--- config.mk ---
export PLATFORM = sky130hd
export DESIGN_NAME = ddr_init_seq
export DESIGN_NICKNAME = d
export VERILOG_FILES = /design/src/rtl/ddr_init_pkg.sv /design/src/rtl/ddr_init_countdown.sv /design/src/rtl/ddr_init_step_rom.sv /design/src/rtl/ddr_init_seq.sv
export SDC_FILE = /design/constraint.sdc
export NUM_CORES = 1
export LEC_CHECK = 0
export BUFFER_PORTS_ARGS = -buffer_cell sky130_fd_sc_hd__buf_2
export CAP_MARGIN = 25
export CORE_ASPECT_RATIO = 0.7
export CORE_MARGIN = 5
export CORE_UTILIZATION = 45
export CTS_BUF_LIST = sky130_fd_sc_hd__clkbuf_8
export DETAILED_ROUTE_END_ITERATION = 12
export PLACE_DENSITY = 0.67
export SKIP_CTS_REPAIR_TIMING = 1
export SYNTH_ARGS = -nofsm -noshare
export SYNTH_HDL_FRONTEND = slang
export SYNTH_SLANG_ARGS = --single-unit
--- constraint.sdc ---
create_clock -name clk -period 6.05 [get_ports clk]
set_input_delay 1.21 -clock clk [delete_from_list [all_inputs] [get_ports clk]]
set_output_delay 1.21 -clock clk [all_outputs]
set_load 0.01 [all_outputs]
--- src/rtl/ddr_init_pkg.sv ---
package ddr_init_pkg;

  typedef enum logic [2:0] {
    K_PALL    = 3'd0,
    K_EXTMODE = 3'd1,
    K_MODE_RS = 3'd2,
    K_REFRESH = 3'd3,
    K_MODE_GO = 3'd4
  } step_kind_e;

  typedef struct packed {
    logic sel_n;
    logic row_n;
    logic col_n;
    logic wen_n;
  } strobes_t;

  localparam strobes_t STB_NOP  = '{sel_n: 1'b0, row_n: 1'b1, col_n: 1'b1, wen_n: 1'b1};
  localparam strobes_t STB_PRE  = '{sel_n: 1'b0, row_n: 1'b0, col_n: 1'b1, wen_n: 1'b0};
  localparam strobes_t STB_REF  = '{sel_n: 1'b0, row_n: 1'b0, col_n: 1'b0, wen_n: 1'b1};
  localparam strobes_t STB_MODE = '{sel_n: 1'b0, row_n: 1'b0, col_n: 1'b0, wen_n: 1'b0};

  // Script position to command kind; refreshes fill the slots after the second precharge.
  function automatic step_kind_e kind_of(input int idx, input int nref);
    if (idx == 0 || idx == 3)       return K_PALL;
    else if (idx == 1)              return K_EXTMODE;
    else if (idx == 2)              return K_MODE_RS;
    else if (idx < 4 + nref)        return K_REFRESH;
    else                            return K_MODE_GO;
  endfunction

  function automatic strobes_t strobes_of(input step_kind_e k);
    case (k)
      K_PALL:    return STB_PRE;
      K_REFRESH: return STB_REF;
      default:   return STB_MODE;
    endcase
  endfunction

  // Spacing in cycles from a command of kind k to the next event.
  function automatic int gap_of(input step_kind_e k, input int t_rp,
                                input int t_mrd, input int t_rfc);
    case (k)
      K_PALL:    return t_rp;
      K_REFRESH: return t_rfc;
      default:   return t_mrd;
    endcase
  endfunction

  // Operating mode word: latency, burst type, burst length code, loop reset bit.
  function automatic logic [15:0] mode_word(input int cl, input logic bt,
                                            input logic [2:0] bl, input logic dll_rs);
    logic [15:0] w;
    w      = '0;
    w[6:4] = 3'(cl);
    w[3]   = bt;
    w[2:0] = bl;
    w[8]   = dll_rs;
    return w;
  endfunction

endpackage

--- src/rtl/ddr_init_countdown.sv ---
module ddr_init_countdown #(
  parameter int CNT_W   = 8,
  parameter int RST_VAL = 0
) (
  input  logic             clk,
  input  logic             rst_n,
  input  logic             load_i,
  input  logic [CNT_W-1:0] load_val_i,
  output logic             expired_o
);
  // Loading N makes expired_o true when the N-th following edge is evaluated.
  // The count rests at 1 once reached; 0 means idle and never expires.
  logic [CNT_W-1:0] cnt_q;

  always_ff @(posedge clk or negedge rst_n) begin
    if (!rst_n)                 cnt_q <= CNT_W'(RST_VAL);
    else if (load_i)            cnt_q <= load_val_i;
    else if (cnt_q > CNT_W'(1)) cnt_q <= cnt_q - CNT_W'(1);
  end

  assign expired_o = (cnt_q == CNT_W'(1));

  // once armed the counter never wraps through zero
  a_r8_no_wrap: assert property (@(posedge clk) disable iff (!rst_n)
    (cnt_q != '0 && !load_i) |=> (cnt_q != '0));

  // an expired counter stays expired until reloaded
  a_r8_hold_expired: assert property (@(posedge clk) disable iff (!rst_n)
    (expired_o && !load_i) |=> expired_o);
endmodule

--- src/rtl/ddr_init_step_rom.sv ---
module ddr_init_step_rom
  import ddr_init_pkg::*;
#(
  parameter int         STEP_W     = 3,
  parameter int         CNT_W      = 8,
  parameter int         ADDR_W     = 13,
  parameter int         BA_W       = 2,
  parameter int         REF_COUNT  = 2,
  parameter int         T_RP       = 3,
  parameter int         T_MRD      = 2,
  parameter int         T_RFC      = 14,
  parameter int         CAS_LAT    = 3,
  parameter bit         BURST_TYPE = 1'b0,
  parameter logic [2:0] BURST_CODE = 3'b010
) (
  input  logic [STEP_W-1:0] step_i,
  output step_kind_e        kind_o,
  output strobes_t          strobes_o,
  output logic [BA_W-1:0]   bank_o,
  output logic [ADDR_W-1:0] addr_o,
  output logic [CNT_W-1:0]  gap_o
);
  always_comb begin
    kind_o    = kind_of(int'(step_i), REF_COUNT);
    strobes_o = strobes_of(kind_o);
    gap_o     = CNT_W'(gap_of(kind_o, T_RP, T_MRD, T_RFC));
    bank_o    = '0;
    addr_o    = '0;
    case (kind_o)
      K_PALL:    addr_o[10] = 1'b1;
      K_EXTMODE: bank_o     = BA_W'(1);
      K_MODE_RS: addr_o     = ADDR_W'(mode_word(CAS_LAT, BURST_TYPE, BURST_CODE, 1'b1));
      K_MODE_GO: addr_o     = ADDR_W'(mode_word(CAS_LAT, BURST_TYPE, BURST_CODE, 1'b0));
      default:   addr_o     = '0;
    endcase
  end
endmodule

--- src/rtl/ddr_init_seq.sv ---
module ddr_init_seq
  import ddr_init_pkg::*;
#(
  parameter int         STABLE_CYC = 40000,
  parameter int         T_CKE      = 2,
  parameter int         T_RP       = 3,
  parameter int         T_MRD      = 2,
  parameter int         T_RFC      = 14,
  parameter int         DLL_LOCK   = 200,
  parameter int         REF_COUNT  = 2,
  parameter int         CAS_LAT    = 3,
  parameter bit         BURST_TYPE = 1'b0,
  parameter logic [2:0] BURST_CODE = 3'b010,
  parameter int         ADDR_W     = 13,
  parameter int         BA_W       = 2
) (
  input  logic              clk,
  input  logic              rst_n,
  output logic              clk_en_o,
  output logic              sel_n_o,
  output logic              row_n_o,
  output logic              col_n_o,
  output logic              wen_n_o,
  output logic [BA_W-1:0]   bank_o,
  output logic [ADDR_W-1:0] maddr_o,
  output logic              ready_o
);
  localparam int N_STEPS = 5 + REF_COUNT;
  localparam int LAST    = N_STEPS - 1;
  localparam int STEP_W  = $clog2(N_STEPS + 1);
  localparam int MAX_A   = (STABLE_CYC > DLL_LOCK) ? STABLE_CYC : DLL_LOCK;
  localparam int MAX_B   = (T_RFC > T_CKE) ? T_RFC : T_CKE;
  localparam int CNT_MAX = (MAX_A > MAX_B) ? MAX_A : MAX_B;
  localparam int CNT_W   = $clog2(CNT_MAX + 2);

  typedef enum logic [1:0] {PH_STABLE, PH_SCRIPT, PH_TAIL, PH_READY} phase_e;

  phase_e            phase_q;
  logic [STEP_W-1:0] step_q;
  logic              cke_q, ready_q;
  strobes_t          stb_q;
  logic [BA_W-1:0]   bank_q;
  logic [ADDR_W-1:0] addr_q;

  // named internal events
  step_kind_e        rom_kind;
  strobes_t          rom_stb;
  logic [BA_W-1:0]   rom_bank;
  logic [ADDR_W-1:0] rom_addr;
  logic [CNT_W-1:0]  rom_gap;
  logic              gap_exp, lock_exp;
  logic              issue_w, gap_load_w, lock_load_w, finish_w;
  logic [CNT_W-1:0]  gap_val_w;

  ddr_init_step_rom #(
    .STEP_W(STEP_W), .CNT_W(CNT_W), .ADDR_W(ADDR_W), .BA_W(BA_W),
    .REF_COUNT(REF_COUNT), .T_RP(T_RP), .T_MRD(T_MRD), .T_RFC(T_RFC),
    .CAS_LAT(CAS_LAT), .BURST_TYPE(BURST_TYPE), .BURST_CODE(BURST_CODE)
  ) u_rom (
    .step_i(step_q), .kind_o(rom_kind), .strobes_o(rom_stb),
    .bank_o(rom_bank), .addr_o(rom_addr), .gap_o(rom_gap)
  );

  ddr_init_countdown #(.CNT_W(CNT_W), .RST_VAL(STABLE_CYC)) u_gap (
    .clk(clk), .rst_n(rst_n), .load_i(gap_load_w), .load_val_i(gap_val_w),
    .expired_o(gap_exp)
  );

  ddr_init_countdown #(.CNT_W(CNT_W), .RST_VAL(0)) u_lock (
    .clk(clk), .rst_n(rst_n), .load_i(lock_load_w), .load_val_i(CNT_W'(DLL_LOCK)),
    .expired_o(lock_exp)
  );

  always_comb begin
    issue_w     = (phase_q == PH_SCRIPT) && gap_exp;
    gap_load_w  = ((phase_q == PH_STABLE) && gap_exp) || issue_w;
    gap_val_w   = (phase_q == PH_STABLE) ? CNT_W'(T_CKE) : rom_gap;
    lock_load_w = issue_w && (rom_kind == K_MODE_RS);
    finish_w    = (phase_q == PH_TAIL) && gap_exp && lock_exp;
  end

  always_ff @(posedge clk or negedge rst_n) begin
    if (!rst_n) begin
      phase_q <= PH_STABLE;
      step_q  <= '0;
      cke_q   <= 1'b0;
      ready_q <= 1'b0;
      stb_q   <= STB_NOP;
      bank_q  <= '0;
      addr_q  <= '0;
    end else begin
      stb_q  <= STB_NOP;
      bank_q <= '0;
      addr_q <= '0;
      case (phase_q)
        PH_STABLE: if (gap_exp) begin
          cke_q   <= 1'b1;
          phase_q <= PH_SCRIPT;
        end
        PH_SCRIPT: if (issue_w) begin
          stb_q  <= rom_stb;
          bank_q <= rom_bank;
          addr_q <= rom_addr;
          if (step_q == STEP_W'(LAST)) phase_q <= PH_TAIL;
          else                         step_q  <= step_q + STEP_W'(1);
        end
        PH_TAIL: if (finish_w) begin
          ready_q <= 1'b1;
          phase_q <= PH_READY;
        end
        default: phase_q <= PH_READY;
      endcase
    end
  end

  assign clk_en_o = cke_q;
  assign sel_n_o  = stb_q.sel_n;
  assign row_n_o  = stb_q.row_n;
  assign col_n_o  = stb_q.col_n;
  assign wen_n_o  = stb_q.wen_n;
  assign bank_o   = bank_q;
  assign maddr_o  = addr_q;
  assign ready_o  = ready_q;

  // while the clock enable is low only an all-zero no-operation is driven
  a_r1_quiet_before_cke: assert property (@(posedge clk) disable iff (!rst_n)
    !clk_en_o |-> (stb_q == STB_NOP && bank_o == '0 && maddr_o == '0));

  // clock enable never drops after rising
  a_r2_cke_sticky: assert property (@(posedge clk) disable iff (!rst_n)
    clk_en_o |=> clk_en_o);

  // a command on the bus was released by an expired spacing counter
  a_r8_cmd_after_gap: assert property (@(posedge clk) disable iff (!rst_n)
    (stb_q != STB_NOP) |-> ($past(gap_exp) && clk_en_o));

  // a command never occupies two consecutive cycles unless spacing is one
  a_r8_single_cycle: assert property (@(posedge clk) disable iff (!rst_n)
    (stb_q != STB_NOP && !$past(gap_exp)) |-> 1'b0);

  // mode writes only target bank value 0 or 1
  a_r7_mode_bank: assert property (@(posedge clk) disable iff (!rst_n)
    (stb_q == STB_MODE) |-> (bank_o <= BA_W'(1)));

  // ready only after the lock window ran out, stays high, bus stays quiet
  a_r10_ready_after_lock: assert property (@(posedge clk) disable iff (!rst_n)
    ready_o |-> lock_exp);
  a_r10_ready_sticky: assert property (@(posedge clk) disable iff (!rst_n)
    ready_o |=> ready_o);
  a_r10_quiet_when_ready: assert property (@(posedge clk) disable iff (!rst_n)
    ready_o |-> (stb_q == STB_NOP));
endmodule

Yosys cells after proc, flatten, opt, wreduce, memory -nomap -nowiden
Index checks and enable logic that the tools add are counted.
{"block": "totals", "reg_bits": 58, "inputBits": 2}
{"block": "op_classes", "add_sub_neg": 3, "magnitude_cmp": 3, "n_eq_ne": 16, "mux": 25, "bitwise": 1, "n_reduce_logical": 16}
{"cell": "$mux W16", "count": 5}
{"cell": "$eq A16 B1 Y1 const B", "count": 2}
{"cell": "$gt A16 B1 Y1 const B", "count": 2}
{"cell": "$sub A16 B1 Y16 const B", "count": 2}
{"cell": "$mux W11", "count": 2}
{"cell": "$pmux W9 S2", "count": 1}
{"cell": "$eq A3 B3 Y1 const B", "count": 4}
{"cell": "$mux W2", "count": 6}
{"cell": "$mux W3", "count": 4}
{"cell": "$eq A3 B2 Y1 const B", "count": 3}
{"cell": "$mux W4", "count": 2}
{"cell": "$pmux W4 S2", "count": 1}
{"cell": "$logic_not A3 Y1", "count": 2}
{"cell": "$ne A2 B2 Y1 const B", "count": 3}
{"cell": "$pmux W2 S3", "count": 1}
{"cell": "$logic_and A1 B1 Y1", "count": 5}
{"cell": "$pmux W2 S2", "count": 1}
{"cell": "$reduce_and A2 Y1", "count": 2}
{"cell": "$reduce_and A4 Y1", "count": 1}
{"cell": "$reduce_bool A2 Y1", "count": 2}
{"cell": "$add A3 B1 Y3 const B", "count": 1}
{"cell": "$eq A3 B1 Y1 const B", "count": 1}
{"cell": "$lt A3 B3 Y1 const B", "count": 1}
{"cell": "$reduce_and A3 Y1", "count": 1}
{"cell": "other kinds (7)", "count": 9}

Depth between registers and ports, before layout
{"block": "logic_depth", "ltp_word": 9, "ltp_mapped": 8}

Hierarchy
A second synthesis with hierarchy kept.
{"block": "hier_totals", "cells_unflattened": 352, "hier_area_um2": 3403.3}
{"module": "ddr_init_seq", "instances": 1, "cells_each": 91, "area_each_um2": 1066.0}
{"module": "ddr_init_countdown at u_gap", "instances": 1, "cells_each": 109, "area_each_um2": 1022.2}
{"module": "ddr_init_countdown at u_lock", "instances": 1, "cells_each": 109, "area_each_um2": 1016.0}
{"module": "ddr_init_step_rom", "instances": 1, "cells_each": 43, "area_each_um2": 299.0}

Worst setup path before layout
OpenSTA, ideal clock, no wires.
{"block": "synth_timing", "path_kind": "reg2reg", "start": "register u_lock.cnt_q[4]", "end": "register u_lock.cnt_q[6]", "setup_time_ns": 0.132, "arrival_ns": 1.788, "t_required_ns": 5.918, "slack_ns": 4.130, "stages_incl_launch_ff": 6, "path_buffers": 0, "period_less_slack_ns": 1.920, "path_cell_list": "dfrtp_1 -> or3_4 -> or4_4 -> o211ai_2 -> nor3_1 -> or3b_1"}
{"block": "synth_via", "elab_chain_len": 3, "word_cells_on_any_way": 5, "cone_classes": "add/sub: 1; order compare: 1; mux: 2; reduce/logical: 1"}
{"item": "start: declaration", "line": "ddr_init_countdown.sv:13", "source": "logic [CNT_W-1:0] cnt_q;"}
{"item": "start signal: assignment", "line": "ddr_init_countdown.sv:16", "source": "if (!rst_n) cnt_q <= CNT_W'(RST_VAL);"}
{"item": "start signal: assignment", "line": "ddr_init_countdown.sv:17", "source": "else if (load_i) cnt_q <= load_val_i;"}
{"item": "start signal: assignment", "line": "ddr_init_countdown.sv:18", "source": "else if (cnt_q > CNT_W'(1)) cnt_q <= cnt_q - CNT_W'(1);"}
{"item": "$sub A16 B1 Y16", "line": "ddr_init_countdown.sv:18"}
{"item": "$mux W16", "line": "ddr_init_countdown.sv:18"}
{"item": "$mux W16", "line": "ddr_init_countdown.sv:17"}
Parallel ways exist; a longest one is shown, timed or not. The select of a mux whose other input is x is not followed.
A chain may end at the register's enable or synchronous reset.

Final worst setup path
{"block": "layout_timing", "start": "register u_gap.cnt_q[4]", "end": "register u_lock.cnt_q[6]"}
{"block": "layout_via", "elab_chain_len": 4, "word_cells_on_any_way": 5, "cone_classes": "eq/ne: 1; mux: 1; reduce/logical: 3"}
{"item": "start: declaration", "line": "ddr_init_countdown.sv:13"}
{"item": "start signal: assignment", "line": "ddr_init_countdown.sv:16"}
{"item": "start signal: assignment", "line": "ddr_init_countdown.sv:17"}
{"item": "start signal: assignment", "line": "ddr_init_countdown.sv:18"}
{"item": "$eq A16 B1 Y1 (*)", "line": "ddr_init_countdown.sv:21", "source": "assign expired_o = (cnt_q == CNT_W'(1));"}
{"item": "$logic_and A1 B1 Y1 (*)", "line": "ddr_init_seq.sv:75", "source": "issue_w = (phase_q == PH_SCRIPT) && gap_exp;"}
{"item": "$logic_and A1 B1 Y1 (*)", "line": "ddr_init_seq.sv:78", "source": "lock_load_w = issue_w && (rom_kind == K_MODE_RS);"}
{"item": "$mux W16 or $reduce_bool A2 Y1 (tied branches)"}
Every way passes the cells marked *; elsewhere a longest branch is shown, timed or not.

==> flow_summary.toml <==
[critical_path]
arrival_ps = 2890
end_kind = "flip-flop"
critPathRequiredTime_ps = 6290
start_kind = "flip-flop"
path_class = "reg -> reg"
cp_max_fo = 16

[synth]
yosysWarnings = 0
postSynthAreaPerCell_um2 = 10.3
syn_inst = 237
synth-async-reset-ratio_pct = 100
synth_cell_types = 47
synth_edf_count = 0
synth_top_area_share_pct = 39.1
synth_top_cells_by_area = "dfrtp_1 (39%), dfstp_2 (8.6%), ha_1 (5.1%), nor2_1 (5.1%), xor2_1 (5.0%)"
synth_top_area_cell = "dfrtp_1"
ys_seq_elements = 46
synthFlopType = "dfrtp_1"
synth_seq_area_share_pct = 47.7
syn_area_mm2 = 0.00243

[detailed_routing]
post_drt_wl_per_cell_um = 13.8
drtIter0Drc = 63
routed-via-count = 1673
wl_um = 4460
antenna_left = 0
viasPerCell = 5.18
drt_first_pass_iters = 4
route.detailed.drc = 0

[sta]
relSlewSlack_pct = 31.6
hold_viol_final = 0
rsz0062_at_grt = "no"
finalCriticalPeriod_ps = 2650
tightest_slew_ps = 1020
fmax_mhz = 377
period_share_pct = 43.8
setup_viol = 0
tns_ps = 0
holdWs_ps = 468
final-max-slew-violation-count = 0
finalClockSkew_ps = 12.9

[die]
rows = 22
ios = 23
die_w_um = 97.9
die_h_um = 71.5
start_util_pct = 46.5
core_area_mm2 = 0.00523
die_area_mm2 = 0.00700

[status]
outcome = "finished, final reports clean"

[final_layout]
seqCellArea_mm2 = 0.00116
nNetsFinal = 262
post_route_cells_drive_above_1_share_pct = 15.9
multi_input_area_mm2 = 0.00116
nFillCells = 485
area_growth_pct = 9.97
antennaDiodeCount = 0

[global_route]
grt_use_total_pct = 13.6
grt_pass1_vias = 1514
grt_pass1_wl_um = 7550
grt-ovfl-total = 0
antenna_found_initial = 0
grt_max_degree = 47

[power]
cellPowerDensity_mw_per_mm2 = 223
p_leak_nw = 1.34
ir_worst_vdd_v = 0.0000914

[clock_network]
cts.sinks = 46
root_buffer = "clkbuf_8"
clk_pin_slew_worst_paths_ps = 80
cts_buffers = 5
insertion_delay_ps = 310
cts_tree = "done"
htreeDepth = 2
clockBufferDepth = 2

[min_path]
holdCritPathClass = "reg -> reg"

[run]
maxCapViolCount = 0

[placement]
gp_congestion = 0.811
io_buffers = 12
dp_hpwl_um = 3200
cells in the mapped netlist, types with 2 or more instances:
| library cell | number |
|---|---|
| o21ai_0 | 6 |
| nor4_2 | 2 |
| a41o_1 | 2 |
| buf_4 | 12 |
| nand4_1 | 6 |
| nor3_1 | 7 |
| ha_1 | 10 |
| or4_1 | 4 |
| inv_1 | 9 |
| nor2b_1 | 2 |
| dfstp_2 | 8 |
| mux2_2 | 2 |
| o211ai_1 | 2 |
| a21o_1 | 2 |
| a21oi_1 | 7 |
| buf_2 | 2 |
| nand2b_1 | 3 |
| or3_1 | 6 |
| xnor2_1 | 12 |
| and4_1 | 3 |
| nor4_1 | 11 |
| dfrtp_1 | 38 |
| xor2_1 | 14 |
| nand3_1 | 4 |
| clkbuf_1 | 3 |
| nand2_1 | 7 |
| nor2_1 | 33 |
worst paths after layout:
kind	endpoint	depth (start not counted)	start	slack (ps)
setup / recovery	u_lock.cnt_q[6]$_DFFE_PN0P_	5	u_gap.cnt_q[4]$_DFFE_PN0P_	3400
hold / removal	clk_en_o$_DFFE_PN0P_	1	clk_en_o$_DFFE_PN0P_	470
setup reg to reg	u_lock.cnt_q[6]$_DFFE_PN0P_	5	u_gap.cnt_q[4]$_DFFE_PN0P_	3400
hold reg to reg	clk_en_o$_DFFE_PN0P_	1	clk_en_o$_DFFE_PN0P_	470
max in group asynchronous	col_n_o$_DFF_PN1_	2	rst_n	4820
min in group asynchronous	u_gap.cnt_q[4]$_DFFE_PN0P_	1	rst_n	720
cells in the final DEF, fill, tap and decap left out, types with 6 or more instances in the layout:
cell / count
dfrtp_1: 38
nor2_1: 33
xor2_1: 14
xnor2_1: 12
buf_2: 12
nor4_1: 11
ha_1: 10
conb_1: 10
inv_1: 9
dfstp_2: 8
nand2_1: 7
a21oi_1: 7
nor3_1: 7
nand4_1: 6
or3_1: 6
o21ai_0: 6
clkbuf_8: 6
worst max-delay path, stage by stage, from the launching register on:
cell,delay (ps)
dfrtp_1,440
or4_1,560
nor2_1,130
nand4_1,310
nor2_1,910
or3b_1,220
routing by layer:
metal  up-vias  GRT usage [%]  part of all wire, %
met3         8           3.11                  5.7
met2        45           16.2                   36
met4         0           5.99                  2.0
li1        841              -                    -
met5         -              0                    0
met1       779           22.3                   57
report_power, final:
part	total (mW)	leakage (nW)	internal [mW]	switching [mW]
clock	0.279	0.0714	0.176	0.103
combinational	0.0103	0.655	0.00157	0.00873
sequential	0.307	0.614	0.307	0
total	0.596	1.34	0.485	0.111
final cells by class:
cell class,instances,share of cell area [%]
clock inverter,2,2.24
clock buffer,6,3.09
timing repair buffer,14,3.27
multi-input combinational,174,43.4
sequential,46,43.4
tap,72,3.37
inverter,9,1.26
cells by family (layout without fill, tap and decap cells):
group	count (synthesis)	in the layout	share of synthesized area, %
and+or+nand+nor	96	96	21.8
DFF	46	46	47.7
AOI/OAI and AO/OA	29	29	8.53
xor gates and xnor gates	26	26	9.36
buffers and inverters	26	31	5.96
adders and majority gates	10	10	5.14
muxes	3	3	1.34
other	1	10	0.154
stage by stage:
stage | util [%] | total power, mW | cells | instance area (um2) | setup WS, ps
after floorplan | - | 0.321 | 246 | 2470 | 4130
after global placement | 48.1 | 0.322 | 314 | 2510 | 3440
after detailed placement | 48.1 | 0.322 | 314 | 2510 | 3410
after CTS | 50.8 | 0.599 | 322 | 2660 | 3340
after global routing | 51.2 | 0.616 | 323 | 2680 | 3050
final | 51.2 | 0.596 | 323 | 2680 | 3400
registers in the layout (all words and copies together), names as in the netlist:
register	flops
row_n_o	1
u_lock.cnt_q	16
bank_o	1
step_q	3
wen_n_o	1
phase_q	2
col_n_o	1
clk_en_o	1
u_gap.cnt_q	16
ready_o	1
maddr_o	3
Power figures use the tool's default switching activity.
